===== src/rtl/slew_cal_pkg.sv =====
package slew_cal_pkg;
    localparam int REF_MHZ  = 26;
    localparam int COEF     = 28;
    localparam int SCALE    = 1000;
    localparam int CODE_W   = 3;
    localparam int DEF_CODE = 4;
    localparam int CODE_MAX = 7;

    typedef enum logic [3:0] {
        S_IDLE, S_OSC_ON, S_CLK_ON, S_CONFIG, S_MEASURE, S_WAIT,
        S_MTR_OFF, S_CLK_OFF, S_DIVIDE, S_WRITE, S_RELEASE, S_DONE
    } cal_state_e;
endpackage


===== src/rtl/slew_cal_poll.sv =====
module slew_cal_poll #(
    parameter int GAP   = 1250,
    parameter int TRIES = 20
) (
    input  logic clk,
    input  logic rst_n,
    input  logic run,
    output logic tick,
    output logic last
);
    localparam int GW = $clog2(GAP + 1);
    localparam int TW = $clog2(TRIES + 1);

    logic [GW-1:0] gap_q;
    logic [TW-1:0] try_q;

    assign tick = run && (gap_q == GW'(GAP - 1));
    assign last = tick && (try_q == TW'(TRIES - 1));

    always_ff @(posedge clk) begin
        if (!rst_n || !run) begin
            gap_q <= '0;
            try_q <= '0;
        end else if (tick) begin
            gap_q <= '0;
            try_q <= try_q + 1'b1;
        end else begin
            gap_q <= gap_q + 1'b1;
        end
    end
endmodule


===== src/rtl/slew_cal_div.sv =====
module slew_cal_div #(
    parameter int DVD_W = 27,
    parameter int DVS_W = 26
) (
    input  logic             clk,
    input  logic             rst_n,
    input  logic             go,
    input  logic [DVD_W-1:0] dividend,
    input  logic [DVS_W-1:0] divisor,
    output logic [DVD_W-1:0] quo,
    output logic             fin
);
    localparam int CW = $clog2(DVD_W + 1);

    logic [DVS_W-1:0] rem_q;
    logic [DVS_W-1:0] dvs_q;
    logic [CW-1:0]    cnt_q;
    logic [DVS_W:0]   shifted;
    logic [DVS_W:0]   diff;
    logic             fits;

    assign shifted = {rem_q, quo[DVD_W-1]};
    assign diff    = shifted - {1'b0, dvs_q};
    assign fits    = shifted >= {1'b0, dvs_q};

    always_ff @(posedge clk) begin
        if (!rst_n) begin
            rem_q <= '0;
            dvs_q <= '0;
            cnt_q <= '0;
            quo   <= '0;
            fin   <= 1'b0;
        end else if (go) begin
            rem_q <= '0;
            dvs_q <= divisor;
            quo   <= dividend;
            cnt_q <= CW'(DVD_W);
            fin   <= 1'b0;
        end else if (cnt_q != '0) begin
            rem_q <= fits ? diff[DVS_W-1:0] : shifted[DVS_W-1:0];
            quo   <= {quo[DVD_W-2:0], fits};
            cnt_q <= cnt_q - 1'b1;
            fin   <= (cnt_q == CW'(1));
        end else begin
            fin   <= 1'b0;
        end
    end
endmodule


===== src/rtl/slew_cal_seq.sv =====
module slew_cal_seq
    import slew_cal_pkg::*;
#(
    parameter int PORT_W     = 2,
    parameter int FM_W       = 16,
    parameter int CNT_W      = 24,
    parameter int CYCLES     = 1024,
    parameter int POLL_GAP   = 1250,
    parameter int POLL_TRIES = 20
) (
    input  logic              clk,
    input  logic              rst_n,
    input  logic              start,
    input  logic [PORT_W-1:0] port_idx,
    output logic              ring_en,
    output logic [2:0]        slew_code,
    output logic              code_wr,
    output logic              fm_frck_en,
    output logic              fm_en,
    output logic [PORT_W-1:0] fm_sel,
    output logic [CNT_W-1:0]  fm_cycles,
    input  logic              fm_valid,
    input  logic [FM_W-1:0]   fm_count,
    output logic              done
);
    localparam int NUM   = CYCLES * REF_MHZ * COEF;
    localparam int NUM_W = $clog2(NUM + 1);
    localparam int DVS_W = FM_W + $clog2(SCALE);
    localparam int DVD_W = ((DVS_W > NUM_W) ? DVS_W : NUM_W) + 1;
    localparam logic [DVD_W-1:0] NUM_V = DVD_W'(NUM);
    localparam logic [DVD_W-1:0] MAXQ  = DVD_W'(CODE_MAX);

    cal_state_e state_q, state_d;

    logic [PORT_W-1:0] port_q;
    logic [FM_W-1:0]   fm_q;
    logic [2:0]        code_q;
    logic              tick, last, div_go, div_fin;
    logic [DVS_W-1:0]  den;
    logic [DVD_W-1:0]  dvd, quo;

    assign den    = DVS_W'(fm_q) * DVS_W'(SCALE);
    assign dvd    = NUM_V + DVD_W'(den >> 1);
    assign div_go = (state_q == S_CLK_OFF) && (fm_q != '0);

    slew_cal_poll #(.GAP(POLL_GAP), .TRIES(POLL_TRIES)) u_poll (
        .clk(clk), .rst_n(rst_n), .run(state_q == S_WAIT),
        .tick(tick), .last(last)
    );

    slew_cal_div #(.DVD_W(DVD_W), .DVS_W(DVS_W)) u_div (
        .clk(clk), .rst_n(rst_n), .go(div_go),
        .dividend(dvd), .divisor(den), .quo(quo), .fin(div_fin)
    );

    // state register
    always_ff @(posedge clk) begin
        if (!rst_n) state_q <= S_IDLE;
        else        state_q <= state_d;
    end

    // next state
    always_comb begin
        state_d = state_q;
        unique case (state_q)
            S_IDLE:    if (start) state_d = S_OSC_ON;
            S_OSC_ON:  state_d = S_CLK_ON;
            S_CLK_ON:  state_d = S_CONFIG;
            S_CONFIG:  state_d = S_MEASURE;
            S_MEASURE: state_d = S_WAIT;
            S_WAIT:    if (tick && (fm_valid || last)) state_d = S_MTR_OFF;
            S_MTR_OFF: state_d = S_CLK_OFF;
            S_CLK_OFF: state_d = (fm_q == '0) ? S_WRITE : S_DIVIDE;
            S_DIVIDE:  if (div_fin) state_d = S_WRITE;
            S_WRITE:   state_d = S_RELEASE;
            S_RELEASE: state_d = S_DONE;
            S_DONE:    state_d = S_IDLE;
            default:   state_d = S_IDLE;
        endcase
    end

    // captured data
    always_ff @(posedge clk) begin
        if (!rst_n) begin
            port_q <= '0;
            fm_q   <= '0;
            code_q <= '0;
        end else begin
            if (state_q == S_IDLE && start)
                port_q <= port_idx;
            if (state_q == S_WAIT && tick && (fm_valid || last))
                fm_q <= fm_count;
            if (state_q == S_CLK_OFF && fm_q == '0)
                code_q <= 3'(DEF_CODE);
            if (state_q == S_DIVIDE && div_fin)
                code_q <= (quo > MAXQ) ? 3'(CODE_MAX) : quo[2:0];
        end
    end

    // outputs
    always_comb begin
        ring_en    = 1'b0;
        fm_frck_en = 1'b0;
        fm_en      = 1'b0;
        fm_cycles  = '0;
        code_wr    = 1'b0;
        done       = 1'b0;
        unique case (state_q)
            S_OSC_ON:  ring_en = 1'b1;
            S_CLK_ON:  begin ring_en = 1'b1; fm_frck_en = 1'b1; end
            S_CONFIG:  begin ring_en = 1'b1; fm_frck_en = 1'b1; fm_cycles = CNT_W'(CYCLES); end
            S_MEASURE, S_WAIT: begin
                ring_en = 1'b1; fm_frck_en = 1'b1; fm_en = 1'b1; fm_cycles = CNT_W'(CYCLES);
            end
            S_MTR_OFF: begin ring_en = 1'b1; fm_frck_en = 1'b1; fm_cycles = CNT_W'(CYCLES); end
            S_CLK_OFF, S_DIVIDE: ring_en = 1'b1;
            S_WRITE:   begin ring_en = 1'b1; code_wr = 1'b1; end
            S_DONE:    done = 1'b1;
            default:   ;
        endcase
    end

    assign fm_sel    = port_q;
    assign slew_code = code_q;
endmodule


===== config.mk =====
export PLATFORM = sky130hd
export DESIGN_NAME = slew_cal_seq
export DESIGN_NICKNAME = d
export VERILOG_FILES = /design/src/rtl/slew_cal_pkg.sv /design/src/rtl/slew_cal_poll.sv /design/src/rtl/slew_cal_div.sv /design/src/rtl/slew_cal_seq.sv
export SDC_FILE = /design/constraint.sdc
export NUM_CORES = 1
export LEC_CHECK = 0
export BUFFER_PORTS_ARGS = -buffer_cell sky130_fd_sc_hd__buf_4
export CAP_MARGIN = 20
export CORE_ASPECT_RATIO = 1.4
export CORE_MARGIN = 1
export CORE_UTILIZATION = 48
export DETAILED_ROUTE_END_ITERATION = 8
export PLACE_DENSITY = 0.63
export SYNTH_ARGS = -nofsm -noshare
export SYNTH_HDL_FRONTEND = slang
export SYNTH_HIERARCHICAL = 1
export SYNTH_SLANG_ARGS = --single-unit

===== constraint.sdc =====
create_clock -name clk -period 6.1 [get_ports clk]
set_clock_uncertainty 0.15 [all_clocks]
set_input_delay 0.61 -clock clk [delete_from_list [all_inputs] [get_ports clk]]
set_output_delay 0.61 -clock clk [all_outputs]
set_load 0.01 [all_outputs]

# Yosys cells after proc, flatten, opt, wreduce, memory -nomap -nowiden
# Index checks and enable logic that the tools add are counted.
[word_totals]
output_inout_bits = 34
regBits = 123
in_bits = 22
elab_cells = 85
[op_classes]
n_reduce_logical = 27
n_mul = 1
n_mux = 19
n_lt_le_gt_ge = 2
addsub = 5
bitwise_logic = 2
eq_ne = 17
[ops]
columns = ["op", "n"]
rows = [
  ["$mux 27", 2],
  ["$pmux 4 s11", 1],
  ["$ge 27x26->1", 1],
  ["$gt 27x3->1 const B", 1],
  ["$add 20x25->26 const A", 1],
  ["$mux 26", 1],
  ["$sub 26x26->26", 1],
  ["$mul 16x7->23 const B", 1],
  ["$eq 4x3->1 const B", 4],
  ["$eq 4x4->1 const B", 4],
  ["$logic_not 16->1", 1],
  ["$reduce_bool 16->1", 1],
  ["$mux 4", 3],
  ["$add 11x1->11 const B", 1],
  ["$eq 11x11->1 const B", 1],
  ["$mux 11", 1],
  ["$mux 5", 2],
  ["$logic_and 1x1->1", 9],
  ["$mux 3", 3],
  ["$reduce_or 9->1", 1],
  ["$eq 4x2->1 const B", 2],
  ["$mux 1", 6],
  ["$reduce_or 2->1", 3],
  ["$add 5x1->5 const B", 1],
  ["16 further kinds", 21],
]

# Longest topological paths before layout
[depth]
word_depth = 7
ltp_mapped = 21
ltp_nobuf = 21

# Modules after synthesis
# Netlist, hierarchy kept.
[modules_own_cells]
columns = ["module", "n_inst", "area_each_um2", "cells_per_inst"]
rows = [
  ["slew_cal_div", 1, 5336.4, 666],
  ["slew_cal_seq", 1, 4403.0, 495],
  ["slew_cal_poll", 1, 864.6, 87],
]

# Worst setup path before layout
# Ideal clock, no wire load.
[synth_timing]
kind = "reg-to-reg"
from = "register fm_q[2]"
to = "register u_div.quo[25]"
n_path_buf = 0
synth_period_minus_slack_ps = 5116
setup_ps = 115
slack_ps = 984
required_ps = 5835
arrival_ps = 4850
path_stages_with_launch = 21
cell_sequence = "dfxtp_1 inv_1 fa_1 fa_1 fa_1 fa_1 inv_1 ha_1 a21oi_1 o21a_1 nor4b_1 nor3_1 inv_1 ha_1 inv_1 a221oi_2 o31ai_2 and3_1 and3_1 a21oi_1 nor2b_1"
[synth_via]
elab_chain_len = 3
word_cells_on_any_way = 6
[synth_lines]
columns = ["item", "line", "source"]
rows = [
  ["from (decl)", "slew_cal_seq.sv:36", "logic [FM_W-1:0] fm_q;"],
  ["from (signal assigned)", "slew_cal_seq.sv:92", "fm_q <= fm_count;"],
  ["$mul 16x7->23", "slew_cal_seq.sv:42", "assign den = DVS_W'(fm_q) * DVS_W'(SCALE);"],
  ["net den[15]", "slew_cal_seq.sv:39", "logic [DVS_W-1:0] den;"],
  ["$add 20x25->26", "slew_cal_seq.sv:43", "assign dvd = NUM_V + DVD_W'(den >> 1);"],
  ["net dvd[25]", "slew_cal_seq.sv:40", "logic [DVD_W-1:0] dvd, quo;"],
  ["$mux 27", "slew_cal_div.sv:33", "end else if (go) begin"],
  ["to (signal assigned)", "slew_cal_div.sv:36", "quo <= dividend;"],
  ["to (signal assigned)", "slew_cal_div.sv:41", "quo <= {quo[DVD_W-2:0], fits};"],
  ["to (decl)", "slew_cal_div.sv:10", "output logic [DVD_W-1:0] quo,"],
]
# The timed path passes the listed nets, and every way through them passes these cells.
# A chain may end at the register's enable or synchronous reset.

# Final worst setup path
# Same ends and word-level chain as after synthesis.

==> key figures <==
GRT
  – Met2 GRT Util: 0.408
  – Initial antenna violation count: 0
  – Gr ovfl total: 0
  – Global-route wire length before repair: 39000 um
  – Largest net degree at the start of global routing: 86
  – Vias in the first global route: 8272
  – M3 GR Usage: 0.0341
  – GRT busiest layer: met2
  – Total GRT Usage: 0.216
  – GR Layer Usage met1: 0.243

CTS
  – Hold Buf Count CTS: 0
  – CTS Sinks: 126
  – H-tree depth: 4
  – Later-pin clock latency in the skew report: 0.42 ns
  – Setup bufs post-CTS: 0
  – CTS tree: built
  – CTS max path bufs: 2
  – Post-CTS Resized: 0
  – Cts bufs inserted: 17
  – Clock Pin Slew Worst Setup and Hold Paths: 0.06 ns
  – CTS root buf: clkbuf_16

Hold path
  – Hold depth: 3
  – Hold EP: fm_sel[0]
  – Hold_sp: port_idx[0]
  – Hold crit path type: in -> reg

Floorplan
  – Die area: 0.0227 mm2
  – CORE AREA: 0.0218 mm2
  – Ports: 56
  – Rows: 64
  – Initial Util: 0.487
  – Die height: 178 um
  – Chip Width: 128 um

Critical path
  – Slowest stage delay, CP: 0.58 ns
  – Startpoint types: flop
  – Worst path bufs/invs: 4
  – Required @ worst endpoint: 6.27 ns
  – FF-to-FF setup slack: 0.53 ns
  – CP Cell Sequence: inv_1 > fa_1 > fa_1 > fa_1 > fa_1 > inv_1 > ha_1 > a21oi_1 > o21a_1 > nor4b_1 > nor3_1 > inv_1 > ha_1 > inv_1 > a221oi_2 > o31ai_2 > and3_1 > and3_1 > a21oi_1 > nor2b_1
  – Crit. End Element: flop
  – CP max-delay cell: fa_1
  – R2r startpoint: fm_q[2]
  – Crit Path Max Fanout: 6
  – Reg2reg end: u_div/quo[25]
  – Critical path arrival: 5.74 ns
  – Worst setup path class: reg -> reg
  – Kind of cell adding the most delay to the critical path: adder cells
  – Worst reg2reg path depth: 20

Job
  – Max-cap violations: 0

Placed design
  – Placer Congestion: 0.832
  – Hpwl dp: 17400 um
  – IO Port Bufs: 32

Timing
  – # setup viols final: 0
  – Period minus WS final: 5.57 ns
  – TNS Setup: 0 ns
  – Fin. max-slew vios: 0
  – Fmax achieved: 0.180 GHz
  – Period utilization: 0.913
  – Hold Violations, Final: 0
  – Max-Slew Margin vs Limit: 0.249
  – Worst Tran Pin Value: 1.13 ns
  – Unrepaired setup endpoints after global routing: false

Power and ir drop
  – PD cells: 319 mW/mm2
  – Leak: 4.63 nW
  – Peak VDD IR: 207 uV

Synth
  – Post-synth top flop: dfxtp_1
  – Netlist cell types: 94
  – Most frequent cells after synthesis: nand2_1, dfxtp_1, inv_1, a21oi_1, ha_1
  – Share of flip-flops with an asynchronous set or reset: 0
  – Post-synthesis sequential area ratio: 0.238
  – #FFs+latches synth: 126
  – Syn_area_per_cell: 8.50 um2
  – Gate Count Post-Synth: 1248
  – Post-synth top area cell: dfxtp_1
  – Synth top area cells: dfxtp_1, ha_1, fa_1
  – Post-synth EDFFs: 0
  – Most frequent cell after synthesis: nand2_1
  – Area of the mapped netlist: 0.0106 mm2
  – Synth top area share: 0.238
  – Yosys Warn Count: 6

Layout
  – Ant. Diodes: 0
  – Share of cells above drive strength 1: 0.103
  – Area added between synthesis and finish: 8.81%
  – Util after Layout: 0.530
  – Final #Nets: 1425
  – Fillers: 2122

Routing
  – Vias per cell: 5.38
  – First drt pass iteration count: 6
  – Wirelength, routed: 23200 um
  – Post-route DRC: 0
  – Final ANT Viol Nets: 0
  – DR vias: 8417
  – Routed WL per cell: 14.8 um
  – Initial DRC Count: 409

Run status
  – Status: finished clean
-- flip-flops by register name, summed over array words and instances (netlist names) --
signal / flops
u_div/cnt_q: 5
state_q: 4
u_div/quo: 27
slew_code: 3
fm_sel: 2
u_div/dvs_q: 26
u_poll/try_q: 5
u_poll/gap_q: 11
fm_q: 16
u_div/fin: 1
u_div/rem_q: 26
-- layout make-up --
class / count / area, um2 / area share
timing repair buffer: 37 / 278 / 0.0241
inverter: 117 / 439 / 0.0381
clock inverter: 14 / 158 / 0.0137
clock buffer: 18 / 429 / 0.0372
multi-input combinational: 956 / 7340 / 0.636
sequential: 126 / 2520 / 0.219
tap: 297 / 372 / 0.0322
-- through the flow --
stage	instance area [um2]	total power, mW	cells	hold slack, ns	setup WS (ns)
final	11500	3.68	1565	0.290	0.529
after global placement	11000	2.65	1533	0.305	0.656
after global routing	11500	3.93	1565	0.284	0.0591
after CTS	11500	3.71	1565	0.274	0.510
after floorplan	10700	2.38	1276	0.293	0.984
after detailed placement	11000	2.66	1533	0.310	0.547
-- how the worst max path moves through the flow --
| stage | start | to | slack, ns | depth (start not counted) |
|---|---|---|---|---|
| global placement | fm_q[2] | u_div/quo[25] | 0.66 | 20 |
| finish | fm_q[2] | u_div/quo[25] | 0.53 | 20 |
| global route | fm_q[2] | u_div/quo[25] | 0.06 | 20 |
| CTS | fm_q[2] | u_div/quo[25] | 0.51 | 20 |
| detailed placement | fm_q[2] | u_div/quo[25] | 0.55 | 20 |
| floorplan | fm_q[2] | u_div/quo[25] | 0.98 | 20 |
-- metal layers --
layer | vias up | share of wire
met5 | - | 0
met4 | 0 | 0.021
met3 | 35 | 0.018
met2 | 96 | 0.54
met1 | 4013 | 0.42
li1 | 4273 | -
-- cell families (layout without fill, tap and decap cells) --
family | count (synthesis) | count (layout) | synth area share
xor gates and xnor gates | 47 | 47 | 0.0395
AOI/OAI and AO/OA | 295 | 295 | 0.185
DFF | 126 | 126 | 0.238
and+or+nand+nor | 391 | 391 | 0.199
other | 1 | 29 | 0.000354
muxes | 46 | 46 | 0.0434
adders and majority gates | 148 | 148 | 0.214
buffers and inverters | 194 | 186 | 0.0819
-- where the power goes --
part | switching, mW | internal (mW)
clock | 0.415 | 0.610
combinational | 1.03 | 0.647
sequential | 0.0677 | 0.911
total | 1.51 | 2.17
-- worst register-to-register path: stages, from the launching register on --
cell	delay [ns]
dfxtp_1	0.46
inv_1	0.16
fa_1	0.58
fa_1	0.45
fa_1	0.51
fa_1	0.52
inv_1	0.04
ha_1	0.35
a21oi_1	0.17
o21a_1	0.27
nor4b_1	0.39
nor3_1	0.12
inv_1	0.07
ha_1	0.17
inv_1	0.07
a221oi_2	0.32
o31ai_2	0.12
and3_1	0.19
and3_1	0.17
a21oi_1	0.14
nor2b_1	0.05
-- placed cells by master, fill, tap and decap left out, drive strengths merged, types with 34 or more instances in the layout --
cell type	netlist	final
inv	117	123
a21oi	118	118
nor2	34	34
buf	37	37
dfxtp	126	126
nor2b	58	58
fa	55	55
nand2	156	156
o21ai	57	57
ha	93	93
mux2i	46	46
Note: power is estimated with default switching activity, not from simulation.
